$ cat src/rtl/hh_map_pkg.sv
`timescale 1ns/1ps
// Shared definitions for the handheld memory map: target codes.
package hh_map_pkg;
    typedef enum logic [2:0] {
        T_NONE = 3'd0,
        T_BOOT = 3'd1,
        T_CART = 3'd2,
        T_VRAM = 3'd3,
        T_WRAM = 3'd4,
        T_OAM  = 3'd5,
        T_IO   = 3'd6,
        T_HRAM = 3'd7
    } tgt_e;

    localparam int NUM_TGT = 8;
endpackage

$ cat src/rtl/hh_map_decode.sv
`timescale 1ns/1ps
// Address decoder: maps a CPU address to a target, an index, separate read and
// write grants, and the constant byte returned when a read is not granted.
// It is purely combinational. The caller gates the outputs with the strobes.
module hh_map_decode
    import hh_map_pkg::*;
#(
    parameter int VBANK_W = 1,
    parameter int WBANK_W = 3,
    parameter int IDX_W   = 16
) (
    input  logic [15:0]        addr,
    input  logic               dma_active,
    input  logic [7:0]         dma_src_hi,
    input  logic [7:0]         dma_byte,
    input  logic               dma_oam_ok,
    input  logic               oam_rd_ok,
    input  logic               oam_wr_ok,
    input  logic               vram_rd_ok,
    input  logic               vram_wr_ok,
    input  logic [VBANK_W-1:0] vram_bank,
    input  logic [WBANK_W-1:0] wram_bank,
    input  logic               boot_done,
    input  logic               color_mode,
    output tgt_e               tgt,
    output logic [IDX_W-1:0]   idx,
    output logic               rd_grant,
    output logic               wr_grant,
    output logic [7:0]         cval
);
    logic [WBANK_W-1:0] bank_eff;
    logic [IDX_W-1:0]   wram_idx;
    logic               boot_hit;

    // Effective work RAM bank: 0 aliases to 1, and mono mode is fixed at 1.
    always_comb begin
        if (color_mode && (wram_bank != '0)) bank_eff = wram_bank;
        else                                 bank_eff = WBANK_W'(1);
    end

    // Work RAM index, shared by the main window and its echo.
    always_comb begin
        if (addr[12]) wram_idx = IDX_W'({bank_eff, addr[11:0]});
        else          wram_idx = IDX_W'(addr[11:0]);
    end

    // Boot overlay hit: low page always, upper split range only in colour mode.
    always_comb begin
        boot_hit = !boot_done &&
                   ((addr < 16'h0100) ||
                    (color_mode && (addr >= 16'h0200) && (addr < 16'h0900)));
    end

    // Main region decode, restricted map first when DMA runs.
    always_comb begin
        tgt      = T_NONE;
        idx      = '0;
        rd_grant = 1'b0;
        wr_grant = 1'b0;
        cval     = 8'hFF;
        if (dma_active) begin
            if (addr < 16'h8000) begin
                if (dma_src_hi >= 8'h80) begin
                    tgt      = T_CART;
                    idx      = IDX_W'(addr);
                    rd_grant = 1'b1;
                end
            end else if ((addr >= 16'hA000) && (addr < 16'hC000) && color_mode) begin
                tgt      = T_CART;
                idx      = IDX_W'(addr);
                rd_grant = 1'b1;
                wr_grant = 1'b1;
            end else if ((addr >= 16'hE000) && (addr < 16'hFE00)) begin
                tgt      = T_WRAM;
                idx      = wram_idx;
                rd_grant = 1'b1;
                wr_grant = 1'b1;
            end else if ((addr >= 16'hFE00) && (addr < 16'hFEA0)) begin
                if (dma_oam_ok) begin
                    tgt      = T_OAM;
                    idx      = IDX_W'(addr[7:0]);
                    rd_grant = 1'b1;
                    wr_grant = 1'b1;
                end
            end else if ((addr >= 16'hFF80) && (addr != 16'hFFFF)) begin
                tgt      = T_HRAM;
                idx      = IDX_W'(addr[6:0]);
                rd_grant = 1'b1;
                wr_grant = 1'b1;
            end else if (addr >= 16'hFF00) begin
                tgt      = T_IO;
                idx      = IDX_W'(addr[7:0]);
                rd_grant = 1'b1;
                wr_grant = 1'b1;
            end else begin
                cval = dma_byte;
            end
        end else begin
            if (addr < 16'h8000) begin
                tgt      = boot_hit ? T_BOOT : T_CART;
                idx      = IDX_W'(addr);
                rd_grant = 1'b1;
                wr_grant = !boot_hit;
            end else if (addr < 16'hA000) begin
                tgt      = T_VRAM;
                idx      = IDX_W'({vram_bank, addr[12:0]});
                rd_grant = vram_rd_ok;
                wr_grant = vram_wr_ok;
            end else if (addr < 16'hC000) begin
                tgt      = T_CART;
                idx      = IDX_W'(addr);
                rd_grant = 1'b1;
                wr_grant = 1'b1;
            end else if (addr < 16'hFE00) begin
                tgt      = T_WRAM;
                idx      = wram_idx;
                rd_grant = 1'b1;
                wr_grant = 1'b1;
            end else if (addr < 16'hFEA0) begin
                tgt      = T_OAM;
                idx      = IDX_W'(addr[7:0]);
                rd_grant = oam_rd_ok;
                wr_grant = oam_wr_ok;
            end else if (addr < 16'hFF00) begin
                if (color_mode) begin
                    tgt      = T_OAM;
                    idx      = IDX_W'({4'h8, addr[3:0]});
                    rd_grant = oam_rd_ok;
                    wr_grant = oam_wr_ok;
                end else begin
                    cval = oam_rd_ok ? 8'h00 : 8'hFF;
                end
            end else if ((addr >= 16'hFF80) && (addr != 16'hFFFF)) begin
                tgt      = T_HRAM;
                idx      = IDX_W'(addr[6:0]);
                rd_grant = 1'b1;
                wr_grant = 1'b1;
            end else begin
                tgt      = T_IO;
                idx      = IDX_W'(addr[7:0]);
                rd_grant = 1'b1;
                wr_grant = 1'b1;
            end
        end
    end
endmodule

$ cat src/rtl/hh_rd_stage.sv
`timescale 1ns/1ps
// Read stage: selects the granted target's byte or the decode constant, and
// registers it on a read strobe. It holds its value otherwise.
module hh_rd_stage
    import hh_map_pkg::*;
#(
    parameter int DATA_W = 8
) (
    input  logic                            clk,
    input  logic                            rst_n,
    input  logic                            cpu_rd,
    input  logic                            rd_grant,
    input  tgt_e                            tgt,
    input  logic [DATA_W-1:0]               cval,
    input  logic [NUM_TGT-1:0][DATA_W-1:0]  src,
    output logic [DATA_W-1:0]               rdata
);
    logic [DATA_W-1:0] sel;

    // Pick the byte a read of this cycle returns.
    always_comb sel = rd_grant ? src[tgt] : cval;

    // Capture the byte on a read strobe, and clear it on reset.
    always_ff @(posedge clk) begin
        if (!rst_n)      rdata <= '0;
        else if (cpu_rd) rdata <= sel;
    end
endmodule

$ cat src/rtl/hh_wr_pulse.sv
`timescale 1ns/1ps
// Write edge detector: flags the first cycle of each write strobe. It assumes
// the strobe is a level that stays high for one or more cycles.
module hh_wr_pulse (
    input  logic clk,
    input  logic rst_n,
    input  logic cpu_wr,
    output logic first
);
    logic wr_q;

    // Remember the previous strobe level.
    always_ff @(posedge clk) begin
        if (!rst_n) wr_q <= 1'b0;
        else        wr_q <= cpu_wr;
    end

    // High only in the first strobe cycle, and never during reset.
    always_comb first = rst_n && cpu_wr && !wr_q;
endmodule

$ cat src/rtl/hh_mem_map.sv
`timescale 1ns/1ps
// Top of the handheld CPU memory map. Memories are external: this block drives
// target, index and write pulse, and registers the returned read byte.
// It assumes cpu_rd and cpu_wr are not asserted together.
module hh_mem_map
    import hh_map_pkg::*;
#(
    parameter int VBANK_W = 1,
    parameter int WBANK_W = 3
) (
    input  logic               clk,
    input  logic               rst_n,
    input  logic [15:0]        cpu_addr,
    input  logic               cpu_rd,
    input  logic               cpu_wr,
    input  logic [7:0]         cpu_wdata,
    input  logic               dma_active,
    input  logic [7:0]         dma_src_hi,
    input  logic [7:0]         dma_byte,
    input  logic               dma_oam_ok,
    input  logic               oam_rd_ok,
    input  logic               oam_wr_ok,
    input  logic               vram_rd_ok,
    input  logic               vram_wr_ok,
    input  logic [VBANK_W-1:0] vram_bank,
    input  logic [WBANK_W-1:0] wram_bank,
    input  logic               boot_done,
    input  logic               color_mode,
    input  logic [7:0]         boot_rdata,
    input  logic [7:0]         cart_rdata,
    input  logic [7:0]         vram_rdata,
    input  logic [7:0]         wram_rdata,
    input  logic [7:0]         oam_rdata,
    input  logic [7:0]         io_rdata,
    input  logic [7:0]         hram_rdata,
    output logic [2:0]         mem_tgt,
    output logic [((13+VBANK_W) > (12+WBANK_W) ?
                   ((13+VBANK_W) > 16 ? 13+VBANK_W : 16) :
                   ((12+WBANK_W) > 16 ? 12+WBANK_W : 16))-1:0] mem_idx,
    output logic               mem_we,
    output logic [7:0]         mem_wdata,
    output logic [7:0]         cpu_rdata
);
    localparam int VR_W  = 13 + VBANK_W;
    localparam int WR_W  = 12 + WBANK_W;
    localparam int IDX_W = (VR_W > WR_W) ? ((VR_W > 16) ? VR_W : 16)
                                         : ((WR_W > 16) ? WR_W : 16);

    tgt_e                      dec_tgt;
    logic [IDX_W-1:0]          dec_idx;
    logic                      rd_grant;
    logic                      wr_grant;
    logic [7:0]                cval;
    logic                      wr_first;
    logic [NUM_TGT-1:0][7:0]   src;

    hh_map_decode #(
        .VBANK_W (VBANK_W),
        .WBANK_W (WBANK_W),
        .IDX_W   (IDX_W)
    ) dec_i (
        .addr       (cpu_addr),
        .dma_active (dma_active),
        .dma_src_hi (dma_src_hi),
        .dma_byte   (dma_byte),
        .dma_oam_ok (dma_oam_ok),
        .oam_rd_ok  (oam_rd_ok),
        .oam_wr_ok  (oam_wr_ok),
        .vram_rd_ok (vram_rd_ok),
        .vram_wr_ok (vram_wr_ok),
        .vram_bank  (vram_bank),
        .wram_bank  (wram_bank),
        .boot_done  (boot_done),
        .color_mode (color_mode),
        .tgt        (dec_tgt),
        .idx        (dec_idx),
        .rd_grant   (rd_grant),
        .wr_grant   (wr_grant),
        .cval       (cval)
    );

    // Gather the per-target read bytes in target-code order.
    always_comb begin
        src[T_NONE] = 8'hFF;
        src[T_BOOT] = boot_rdata;
        src[T_CART] = cart_rdata;
        src[T_VRAM] = vram_rdata;
        src[T_WRAM] = wram_rdata;
        src[T_OAM]  = oam_rdata;
        src[T_IO]   = io_rdata;
        src[T_HRAM] = hram_rdata;
    end

    hh_rd_stage #(
        .DATA_W (8)
    ) rd_i (
        .clk      (clk),
        .rst_n    (rst_n),
        .cpu_rd   (cpu_rd),
        .rd_grant (rd_grant),
        .tgt      (dec_tgt),
        .cval     (cval),
        .src      (src),
        .rdata    (cpu_rdata)
    );

    hh_wr_pulse wr_i (
        .clk    (clk),
        .rst_n  (rst_n),
        .cpu_wr (cpu_wr),
        .first  (wr_first)
    );

    // Expose the target only for a granted access of the current kind.
    always_comb begin
        if ((cpu_rd && rd_grant) || (cpu_wr && wr_grant)) mem_tgt = dec_tgt;
        else                                              mem_tgt = T_NONE;
    end

    // Index, write data and write pulse go to the external memories.
    always_comb begin
        mem_idx   = dec_idx;
        mem_wdata = cpu_wdata;
        mem_we    = wr_first && wr_grant;
    end
endmodule

$ cat config.mk
export PLATFORM = sky130hd
export DESIGN_NAME = hh_mem_map
export DESIGN_NICKNAME = d
export VERILOG_FILES = /design/src/rtl/hh_map_pkg.sv /design/src/rtl/hh_map_decode.sv /design/src/rtl/hh_rd_stage.sv /design/src/rtl/hh_wr_pulse.sv /design/src/rtl/hh_mem_map.sv
export SDC_FILE = /design/constraint.sdc
export NUM_CORES = 1
export LEC_CHECK = 0
export ABC_AREA = 1
export CAP_MARGIN = 20
export CORE_MARGIN = 2
export CORE_UTILIZATION = 38
export CTS_BUF_LIST = sky130_fd_sc_hd__clkbuf_8
export CTS_CLUSTER_SIZE = 30
export DETAILED_ROUTE_END_ITERATION = 6
export PLACE_DENSITY = 0.95
export SYNTH_ARGS = -nofsm -noshare
export SYNTH_HDL_FRONTEND = slang
export SYNTH_SLANG_ARGS = --single-unit
$ cat constraint.sdc
create_clock -name clk -period 4.29 [get_ports clk]
set_input_delay 0.858 -clock clk [delete_from_list [all_inputs] [get_ports clk]]
set_output_delay 0.858 -clock clk [all_outputs]
set_load 0.01 [all_outputs]
==> reports/metrics.csv <==
stage;metric;value;unit
floorplan;starting density of the core;38.98;%
pwr;cell leakage power;1.596;nW
final_layout;post-route cell area;0.003336;sq mm
placed_design;Post-Place Worst Slack;-0.01850;ns
final_layout;leading cell type in the layout, fill and taps excluded;sky130_fd_sc_hd__clkdlybuf4s50_1;
placed_design;final estimated routing congestion in global placement;0.9014;
routing;number of nets with antenna violations after routing;0;
synthesis;Area contributors post-synth;sky130_fd_sc_hd__nand2_1 (19%), sky130_fd_sc_hd__nand3_1 (19%), sky130_fd_sc_hd__inv_1 (10%);
routing;number of DRC violations after detailed routing;0;
final_layout;layout overhead on the synthesized area;68.63;%
floorplan;Die Outline Area;0.005799;sq mm
global_routing;M3 GR Usage;4.147;%
critical_path;data required time of the worst path;3.43;ns
critical_path;kind of end point of the critical path;primary output;
synthesis;predominant post-synthesis flop cell;sky130_fd_sc_hd__dfxtp_1;
final_layout;commonest cells after routing, fill and taps aside;sky130_fd_sc_hd__clkdlybuf4s50_1 (122), sky130_fd_sc_hd__nand2_1 (99), sky130_fd_sc_hd__nand3_1 (74);
final_layout;layout cell share with drive strength beyond 1;7.632;%
final_layout;fillcell total;480;
clock_network;TritonCTS Sinks;9;
synthesis;Synth cell types;37;
clock_network;clock-pin slew on the worst setup and hold paths;0.05;ns
clock_network;TritonCTS clock tree;yes;
pwr;power density over cell area;153.3;mW/mm^2
clock_network;clk root buf;sky130_fd_sc_hd__clkbuf_8;
pwr;Overall Power;511.2;uW
placed_design;placed cell area;0.003271;sq mm
sta;setup violators final;0;
synthesis;total number of yosys warnings;0;
critical_path;CP Launch Type;primary input;
sta;slew margin rel.;65.86;%
routing;count of vias placed by the detailed router;2966;
floorplan;Die Y-Extent;76.15;microns
global_routing;via count of the first global-routing pass;2781;
global_routing;number of antenna violations at the first check in global routing;0;
routing;detailed-route wire length per cell;12.85;microns
critical_path;sequence of cells on the critical path;clkdlybuf4s50_1 -> nand2_1 -> nor2_2 -> nand2_1 -> clkinv_2 -> nor3_1 -> nor2_1 -> nand3_1 -> o21ai_2 -> nor2_4 -> a22o_1 -> inv_1 -> nor2_1 -> clkdlybuf4s50_1;
clock_network;Worst-Skew Late Latency;0.23;ns
routing;detailed-route vias per instance;5.105;
sta;Final min period;4.170;ns
synthesis;Cell Area, Synth;0.001978;sq mm
critical_path;Critical-path top delay cell;sky130_fd_sc_hd__clkdlybuf4s50_1;
sta;post-layout worst setup margin;0.1203;ns
synthesis;Post-synth EDFFs;0;
critical_path;classification of the worst setup path;in -> out;
outcome;run status;completed;
global_routing;wire length of the first global-routing pass;12350;microns
sta;setup TNS after final layout;0;ns
synthesis;mean instance size in the synthesized netlist;5.098;sq um
global_routing;maximum number of pins on one net before global-route repair;33;
sta;highest clock frequency the design can meet;0.2398;GHz
clock_network;number of buffers created by CTS;3;
global_routing;Total GRT Usage;24.96;%
flow_run;Max-cap violations;0;
critical_path;Top Family by Delay on Critical Path;buffers and inverters;
clock_network;number of buffers added to fix hold violations after cts;0;
clock_network;Clock H-tree levels;1;
routing;count of TritonRoute iterations in the first routing pass;5;
critical_path;combined buffer and inverter count along the critical path;4;
sta;number of max-slew violations in the final report;0;
sta;final hold vios;0;
floorplan;Placeable Area;0.005075;sq mm
final_layout;number of nets at the end of the flow;624;
synthesis;cell taking the most area after synthesis;sky130_fd_sc_hd__nand2_1;
final_layout;Post-Layout Cell Count;581;
critical_path;Crit path largest cell delay;0.58;ns
synthesis;Seq/Total Area, Yosys;9.108;%
routing;first-iteration detailed-routing DRC count;225;
floorplan;Horiz. Die Dim;76.15;microns
critical_path;CP Max Fanout;6;
sta;Tightest Pin Transition;0.5121;ns
global_routing;met2 Resource Use GR;46.79;%
sta;setup skew after layout;0;ns
placed_design;input/output buffers;124;
synthesis;Synth top area share;18.79;%
synthesis;cell count after synthesis;388;
global_routing;overflow left after global routing;0;
critical_path;critical path arrival;3.31;ns
clock_network;Max Buffers Root-to-Sink;2;
final_layout;Antenna Cells;0;
global_routing;busiest layer in global routing;met2;
floorplan;Row Count;26;
floorplan;I/O pin cnt;148;
pwr;worst vdd rail ir drop;0.00008059;V
placed_design;sum of net half-perimeters after detailed placement;5939;microns
placed_design;count of placed standard cells including taps;576;
sta;RSZ-0062 raised after global routing;no;
global_routing;met1 GRT Util;29.49;%
routing;WL final;7467;microns
sta;final worst-path cycle share;97.20;%
worst_hold_path;Hold/Removal Path Class;reg -> reg;
synthesis;async set or reset register ratio after synthesis;0;%
synthesis;register bit total from synthesis;9;
synthesis;net count of the mapped netlist;500;
[per-stage QoR]
stage / utilization, % / hold WS, ns
after floorplan: - / 0.4900
after global placement: 64.45 / 0.4540
after detailed placement: 64.45 / 0.4574
after CTS: 65.43 / 0.4656
after global routing: 65.73 / 0.4885
final: 65.73 / 0.4673
[synthesized netlist by cell type, types with 2 or more instances]
cell type and instances:
sky130_fd_sc_hd__a21boi_0 4, sky130_fd_sc_hd__nor3_1 3, sky130_fd_sc_hd__o21ai_2 3, sky130_fd_sc_hd__buf_6 4, sky130_fd_sc_hd__nand3b_1 8, sky130_fd_sc_hd__clkinv_2 2
sky130_fd_sc_hd__inv_1 53, sky130_fd_sc_hd__nand2_4 2, sky130_fd_sc_hd__dfxtp_1 9, sky130_fd_sc_hd__nor2_2 2, sky130_fd_sc_hd__o21ai_0 8, sky130_fd_sc_hd__inv_2 2
sky130_fd_sc_hd__a21oi_1 21, sky130_fd_sc_hd__nand2_1 99, sky130_fd_sc_hd__nand3_1 74, sky130_fd_sc_hd__nor2_1 50, sky130_fd_sc_hd__a31oi_1 3, sky130_fd_sc_hd__nand2_2 4
sky130_fd_sc_hd__clkbuf_1 3, sky130_fd_sc_hd__buf_4 10, sky130_fd_sc_hd__nand4_1 3, sky130_fd_sc_hd__o21ai_1 3, sky130_fd_sc_hd__buf_2 4
[area by class of cell]
cell class / instances / area [sq um] / area share [%]
clock buffers: 3 / 41.29 / 1.238
clock inverters: 1 / 3.754 / 0.1125
inverters: 58 / 220.2 / 6.602
multi-input cells: 299 / 1429 / 42.84
flip-flops and latches: 9 / 180.2 / 5.401
well taps: 70 / 87.58 / 2.626
repair buffers: 141 / 1374 / 41.19
[metal layers]
| layer | vias up | share of wire (%) |
|---|---|---|
| met4 | 0 | 1.4 |
| li1 | 1496 | - |
| met1 | 1319 | 41 |
| met5 | - | 0 |
| met2 | 137 | 49 |
| met3 | 14 | 8.4 |
[repair_timing]
| action | 4_1_cts | 5_1_grt |
|---|---|---|
| cloned | 0 | 0 |
| setup buffers | 0 | 1 |
| pin swaps | 0 | 1 |
| resized for setup | 1 | 4 |
| endpoints found under the setup margin | 1 | 6 |
[worst min-delay path, cell delays in order (launching register included)]
cell                      delay, ns
sky130_fd_sc_hd__dfxtp_1       0.31
sky130_fd_sc_hd__nand2_1       0.06
sky130_fd_sc_hd__a21oi_1       0.05
[registers in the layout (all words and copies together) (netlist names)]
register	flops
rd_i.rdata	8
wr_i.wr_q	1
[logic make-up after synthesis]
group                  count (synthesis)  share of synthesized area [%]
DFF                                    9                          9.108
and+or+nand+nor                      248                          56.23
buffers and inverters                 80                          19.04
AOI/OAI and AO/OA                     51                          15.62
[path summary, 6_finish.rpt]
| check | start | endpoint | slack (ns) | cells past startpoint |
|---|---|---|---|---|
| worst max-delay path | cpu_addr[13] | mem_tgt[0] | 0.12 | 14 |
| worst min-delay path | rd_i.rdata[4]$_SDFFE_PN0P_ | rd_i.rdata[4]$_SDFFE_PN0P_ | 0.47 | 2 |
| worst min register to register | rd_i.rdata[4]$_SDFFE_PN0P_ | rd_i.rdata[4]$_SDFFE_PN0P_ | 0.47 | 2 |
| worst max register to register | rd_i.rdata[2]$_SDFFE_PN0P_ | rd_i.rdata[2]$_SDFFE_PN0P_ | 3.65 | 2 |
[power by group]
| group | internal, mW | leakage (nW) | switching (mW) | total (mW) |
|---|---|---|---|---|
| Combinational | 0.171 | 1.49 | 0.146 | 0.317 |
| Clock | 0.0626 | 0.0269 | 0.0367 | 0.0993 |
| Sequential | 0.0910 | 0.0744 | 0.00397 | 0.0949 |
| Total | 0.324 | 1.60 | 0.187 | 0.511 |
No activity file was read; power rests on OpenSTA's default activity.
